==> src/rtl/immext_pkg.sv <==
package immext_pkg;
  localparam int IMM_W     = 9;
  localparam int PAY_W     = 23;
  localparam int OP_W      = IMM_W + PAY_W;
  localparam int NUM_LANES = 2;
  localparam int LANE_S    = 0;
  localparam int LANE_D    = 1;

  typedef struct packed {
    logic                 load;
    logic                 valid;
    logic [NUM_LANES-1:0] ext;
    logic                 wrReg;
    logic                 wrFlag;
  } ctrlStrobes_t;
endpackage

==> src/rtl/immext_ctrl.sv <==
module immext_ctrl
  import immext_pkg::*;
(
  input  logic         advance,
  input  logic         curValid,
  input  logic         curIsAug,
  input  logic         curImmS,
  input  logic         curImmD,
  input  logic         curRegWr,
  input  logic         curFlagWr,
  input  logic         nxtValid,
  input  logic         nxtIsAug,
  input  logic         nxtCancel,
  output ctrlStrobes_t strobes
);
  logic realInstr;
  logic augUsable;

  // only a live, real instruction may consume a live, uncancelled trailer
  assign realInstr = curValid & ~curIsAug;
  assign augUsable = realInstr & nxtValid & nxtIsAug & ~nxtCancel;

  always_comb begin
    strobes             = '0;
    strobes.load        = advance;
    strobes.valid       = curValid;
    strobes.ext[LANE_S] = augUsable & curImmS;
    strobes.ext[LANE_D] = augUsable & curImmD & ~curImmS;  // S wins
    strobes.wrReg       = realInstr & curRegWr;
    strobes.wrFlag      = realInstr & curFlagWr;
  end
endmodule

==> src/rtl/immext_lane.sv <==
module immext_lane #(
  parameter int IMM_W = 9,
  parameter int PAY_W = 23,
  localparam int OP_W = IMM_W + PAY_W
) (
  input  logic             clk,
  input  logic             rstN,
  input  logic             load,
  input  logic             ext,
  input  logic [IMM_W-1:0] immIn,
  input  logic [PAY_W-1:0] payloadIn,
  output logic [OP_W-1:0]  operand,
  output logic             extFlag
);
  logic [PAY_W-1:0] highPart;

  assign highPart = ext ? payloadIn : '0;

  always_ff @(posedge clk) begin
    if (!rstN) begin
      operand <= '0;
      extFlag <= 1'b0;
    end else if (load) begin
      operand <= {highPart, immIn};
      extFlag <= ext;
    end
  end

  assert_zero_high_R6: assert property (@(posedge clk) disable iff (!rstN)
    !extFlag |-> (operand[OP_W-1:IMM_W] == '0));
endmodule

==> src/rtl/immext_datapath.sv <==
module immext_datapath
  import immext_pkg::*;
#(
  parameter int PIMM_W = IMM_W,
  parameter int PPAY_W = PAY_W,
  localparam int POP_W = PIMM_W + PPAY_W
) (
  input  logic                             clk,
  input  logic                             rstN,
  input  ctrlStrobes_t                     strobes,
  input  logic [NUM_LANES-1:0][PIMM_W-1:0] immFields,
  input  logic [PPAY_W-1:0]                payload,
  output logic [NUM_LANES-1:0][POP_W-1:0]  operands,
  output logic [NUM_LANES-1:0]             extFlags,
  output logic                             exValid,
  output logic                             exRegWr,
  output logic                             exFlagWr
);
  for (genvar g = 0; g < NUM_LANES; g++) begin : gLane
    immext_lane #(.IMM_W(PIMM_W), .PAY_W(PPAY_W)) uLane (
      .clk      (clk),
      .rstN     (rstN),
      .load     (strobes.load),
      .ext      (strobes.ext[g]),
      .immIn    (immFields[g]),
      .payloadIn(payload),
      .operand  (operands[g]),
      .extFlag  (extFlags[g])
    );
  end

  always_ff @(posedge clk) begin
    if (!rstN) begin
      exValid  <= 1'b0;
      exRegWr  <= 1'b0;
      exFlagWr <= 1'b0;
    end else if (strobes.load) begin
      exValid  <= strobes.valid;
      exRegWr  <= strobes.wrReg;
      exFlagWr <= strobes.wrFlag;
    end
  end

  assert_single_ext_R4: assert property (@(posedge clk) disable iff (!rstN)
    $onehot0(extFlags));
  assert_write_needs_valid_R10: assert property (@(posedge clk) disable iff (!rstN)
    (exRegWr || exFlagWr) |-> exValid);
endmodule

==> src/rtl/immext_top.sv <==
module immext_top
  import immext_pkg::*;
(
  input  logic              clk,
  input  logic              rstN,
  input  logic              advance,
  input  logic              curValid,
  input  logic              curIsAug,
  input  logic              curImmS,
  input  logic              curImmD,
  input  logic              curRegWr,
  input  logic              curFlagWr,
  input  logic [IMM_W-1:0]  curSField,
  input  logic [IMM_W-1:0]  curDField,
  input  logic              nxtValid,
  input  logic              nxtIsAug,
  input  logic              nxtCancel,
  input  logic [PAY_W-1:0]  nxtPayload,
  output logic              exValid,
  output logic              exRegWr,
  output logic              exFlagWr,
  output logic              exExtS,
  output logic              exExtD,
  output logic [OP_W-1:0]   exSOperand,
  output logic [OP_W-1:0]   exDOperand
);
  ctrlStrobes_t                    strobes;
  logic [NUM_LANES-1:0][IMM_W-1:0] immFields;
  logic [NUM_LANES-1:0][OP_W-1:0]  operands;
  logic [NUM_LANES-1:0]            extFlags;

  assign immFields[LANE_S] = curSField;
  assign immFields[LANE_D] = curDField;

  immext_ctrl uCtrl (
    .advance  (advance),
    .curValid (curValid),
    .curIsAug (curIsAug),
    .curImmS  (curImmS),
    .curImmD  (curImmD),
    .curRegWr (curRegWr),
    .curFlagWr(curFlagWr),
    .nxtValid (nxtValid),
    .nxtIsAug (nxtIsAug),
    .nxtCancel(nxtCancel),
    .strobes  (strobes)
  );

  immext_datapath #(.PIMM_W(IMM_W), .PPAY_W(PAY_W)) uDatapath (
    .clk      (clk),
    .rstN     (rstN),
    .strobes  (strobes),
    .immFields(immFields),
    .payload  (nxtPayload),
    .operands (operands),
    .extFlags (extFlags),
    .exValid  (exValid),
    .exRegWr  (exRegWr),
    .exFlagWr (exFlagWr)
  );

  assign exSOperand = operands[LANE_S];
  assign exDOperand = operands[LANE_D];
  assign exExtS     = extFlags[LANE_S];
  assign exExtD     = extFlags[LANE_D];

  assert_aug_silent_R7: assert property (@(posedge clk) disable iff (!rstN)
    (advance && curIsAug) |=> (!exRegWr && !exFlagWr && !exExtS && !exExtD));
  assert_cancel_ignored_R5: assert property (@(posedge clk) disable iff (!rstN)
    (advance && nxtCancel) |=> (!exExtS && !exExtD));
  assert_hold_stable_R8: assert property (@(posedge clk) disable iff (!rstN)
    !advance |=> ($stable(exSOperand) && $stable(exDOperand) && $stable(exValid)
                  && $stable(exRegWr) && $stable(exFlagWr)));
  assert_no_imm_plain_R6: assert property (@(posedge clk) disable iff (!rstN)
    (advance && !curImmS && !curImmD) |=> (!exExtS && !exExtD));
endmodule

==> config.mk <==
export PLATFORM = sky130hd
export DESIGN_NAME = immext_top
export DESIGN_NICKNAME = d
export VERILOG_FILES = /design/src/rtl/immext_pkg.sv /design/src/rtl/immext_ctrl.sv /design/src/rtl/immext_lane.sv /design/src/rtl/immext_datapath.sv /design/src/rtl/immext_top.sv
export SDC_FILE = /design/constraint.sdc
export NUM_CORES = 1
export LEC_CHECK = 0
export BUFFER_PORTS_ARGS = -buffer_cell sky130_fd_sc_hd__buf_2
export CAP_MARGIN = 20
export CORE_MARGIN = 2
export CORE_UTILIZATION = 40
export CTS_CLUSTER_SIZE = 14
export DETAILED_ROUTE_END_ITERATION = 12
export GPL_TIMING_DRIVEN = 1
export PLACE_DENSITY_LB_ADDON = 0.3
export SYNTH_ARGS = -nofsm -noshare
export SYNTH_HDL_FRONTEND = slang
export SYNTH_SLANG_ARGS = --single-unit
==> constraint.sdc <==
create_clock -name clk -period 0.9 [get_ports clk]
set_input_delay 0.045 -clock clk [delete_from_list [all_inputs] [get_ports clk]]
set_output_delay 0.045 -clock clk [all_outputs]
set_load 0.05 [all_outputs]
==> tab_implementation.tex <==
\begin{tabular}{lr}
\hline
Metric & Value \\
\hline
\multicolumn{2}{l}{\textbf{Drt}} \\
Number of antenna-violating nets in the routed design & 0 \\
Count of vias placed by the detailed router & 2511 \\
Vias/cell & 4.94 \\
Post-detailed-routing wire length & 7980 µm \\
Per-cell routed wire length & approximately 16 µm \\
First-pass iteration count of the detailed router & 8 \\
Detailed router's first-iteration violation count & 52 \\
DRC violations left & 6 \\
\multicolumn{2}{l}{\textbf{Clock tree}} \\
Number of buffers inserted during clock tree synthesis & 9 \\
Clock Tree Buf Depth & 2 \\
Root Buffer Master & clkbuf\_8 \\
Number of levels the H-tree was split into & 3 \\
Number of sinks driven by the clock tree & 69 \\
Post-CTS clock slew at the launch and capture registers of the worst setup and hold paths & 80 ps \\
TritonCTS clock tree & built \\
Clock latency on the worst-skew pair & 330 ps \\
\multicolumn{2}{l}{\textbf{STA}} \\
Setup-failing EPs final & 0 \\
Worst slew pin tran & about 290 ps \\
RSZ-0062 raised after global routing & true \\
Final Skew & 0 ps \\
Count of final max-slew check failures & 0 \\
Fin. Hold Viols & 0 \\
Max Clock Freq & 1120 MHz \\
Final critical delay including setup and external delays & 896 ps \\
Relative max-transition margin & 80.9\% \\
Post-Route Hold Slack & 90.2 ps \\
Period utilization & 99.6\% \\
Setup total negative slack & 0 ps \\
\multicolumn{2}{l}{\textbf{Global route}} \\
First-pass GRT wire length & 11900 µm \\
Pin count of the biggest net entering global routing & 54 \\
Antenna violations before repair & 0 \\
Total routing usage reported by global routing & between 20 and 25\% \\
Leftover overflow at the end of global routing & 0 \\
Vias in the first global route & 2511 \\
\multicolumn{2}{l}{\textbf{Layout}} \\
Final-stage net count & 479 \\
Commonest non-fill, non-tap cell in the layout & dfxtp\_2 \\
Count of inserted antenna diode cells & 0 \\
Fraction of final layout cells sized beyond drive strength 1 & between 50 and 60\% \\
Multi-input gate area & 0.00117 mm² \\
Footprint of the flip-flops and latches & 0.00147 mm² \\
Area growth syn-to-layout & 77.4\% \\
Most frequent cells in the layout & 69 x dfxtp\_2, 52 x buf\_2, 46 x nand3b\_1 \\
Post-layout utilization of the core & 73.9\% \\
Finished Layout Cells & 508 \\
Fillcell total & 423 \\
\multicolumn{2}{l}{\textbf{Synth}} \\
Proportion of synthesized chip area in sequential cells & approximately half \\
Average instance area after synthesis & between 10 and 15 µm² \\
Dominant cells by area after synthesis & dfxtp\_1 52\%, nand3b\_1 13\%, mux2i\_1 7.1\%, o21ai\_2 6.2\%, o21ai\_0 4.7\% \\
Biggest area consumer among synthesized cells & dfxtp\_1 \\
Distinct cell type count of the synthesized netlist & 22 \\
\#FFs+latches synth & 69 \\
Post-Synthesis Cell Area & 0.00268 mm² \\
Number of warnings printed during yosys synthesis & 0 \\
Post-Syn Nets & 311 \\
Mapped Cells & 258 \\
Portion of synthesized cell area occupied by the leading cell type & a little over 50\% \\
\multicolumn{2}{l}{\textbf{Setup path}} \\
Worst path bufs/invs & 1 \\
Type of the worst setup path & reg -> out \\
Crit path largest cell delay & 370 ps \\
Worst path arrival time & 850 ps \\
Category of cells accounting for the largest share of critical-path delay & flip-flops \\
Maximum fanout along the worst path & 2 \\
Critical path capture point type & primary output \\
Critical path required time & 850 ps \\
Launching element type of the critical path & register \\
Cell type of the slowest stage on the worst timing path & dfxtp\_2 \\
Cell chain of the critical path & buf\_8 \\
\multicolumn{2}{l}{\textbf{Floorplanning}} \\
Core ar. & 0.00642 mm² \\
Initial Utilization & 41.7\% \\
Total Die Area & around 0.0074 mm² \\
Die outline width & 85.8 µm \\
Die extent in y & 85.8 µm \\
Top Ports & 122 \\
Number of standard-cell rows in the floorplan & 29 \\
\multicolumn{2}{l}{\textbf{Min path}} \\
Path category of the worst min-delay check & in -> reg \\
\multicolumn{2}{l}{\textbf{Power and ir drop}} \\
LEAKAGE & 0.00204 µW \\
Maximum resistive drop on vdd & 1.06 mV \\
Pwr per Cell Area & 1450 mW/mm² \\
\multicolumn{2}{l}{\textbf{Job}} \\
Number of max-cap violations & 0 \\
\multicolumn{2}{l}{\textbf{Placed design}} \\
Post-detail-place hpwl & 4140 µm \\
Placed cell count & 442 \\
Last weighted congestion value of the routability-driven placer & 0.707 \\
Number of buffers inserted by port buffering & between 100 and 150 \\
\multicolumn{2}{l}{\textbf{Outcome}} \\
Result of the run & finished with violations \\
Violated checks & DRC \\
\hline
\end{tabular}
## final cells by class
cell class                 instances  share of cell area (%)
tap                               77                    2.03
sequential                        69                    30.9
clock buffer                      10                    2.69
timing repair buffer             179                    37.8
multi-input combinational        167                    24.7
clock inverter                     6                    1.85
## sequential cells by signal, indices dropped and copies added, names as in the netlist
register and cells:
uDatapath.gLane.uLane.extFlag 2, uDatapath.gLane.uLane.operand 64, uDatapath.exValid 1, uDatapath.exRegWr 1
uDatapath.exFlagWr 1
## metal layers
layer  up-vias  share of wire (%)  routed length, µm  track usage (%)
met2        83                 54               4350             37.0
met5         -                  0                  0                0
li1       1230                  -                  -                -
met3        14                5.1                407             5.00
met1      1184                 39               3090             22.7
met4         0                1.7                136             9.81
## worst paths after layout
| kind | to | from | slack (ps) | cells past startpoint |
|---|---|---|---|---|
| hold / removal | uDatapath.exValid | curValid | 90 | 4 |
| setup / recovery | exSOperand[3] | uDatapath.gLane[0].uLane.operand[3] | 4 | 1 |
| setup reg to reg | uDatapath.gLane[0].uLane.operand[0] | uDatapath.gLane[0].uLane.operand[0] | 110 | 3 |
| hold reg to reg | uDatapath.gLane[0].uLane.extFlag | uDatapath.gLane[0].uLane.extFlag | 480 | 2 |
## report_power, final
group	internal, µW	leakage [µW]	switching [µW]
logic	507	0.00135	487
registers	3120	0.000592	50.1
clock network	1560	0.0000985	1150
## cells by family (layout without fill, tap and decap cells)
kind of cell / Yosys count / count (layout) / synth area share [%]
AO/OA/AOI/OAI: 50 / 50 / 12.5
buffers and inverters: 22 / 195 / 4.49
flip-flops: 69 / 69 / 51.6
multiplexers: 19 / 19 / 7.11
AND/OR/NAND/NOR: 98 / 98 / 24.2
## metrics by stage
stage               total power (µW)  worst slack, ps  instance area, µm²
finish                          6870             3.81                4750
global placement                3920             -143                3410
detailed placement              3930             -237                3410
CTS                             6870            -7.94                4550
floorplan                       3690            0.277                2720
global route                    7120            -62.8                4750
## cell usage after synthesis, drive strengths merged
library cell,instances
clkbuf,12
nand4b,1
nand3,3
nor2b,19
nand2b,4
and4b,1
o21ai,46
nand3b,46
nand2,23
a21boi,4
buf,10
and2b,1
dfxtp,69
mux2i,19
## repair_timing
item                                    4_1_cts  5_1_grt
gates resized for setup                     187       37
gates cloned                                  0        0
endpoints found under the hold margin        58        0
endpoints found under the setup margin       69       49
hold buffers                                 43        0
setup buffers                                 0        7
No activity file was read; power rests on OpenSTA's default activity.
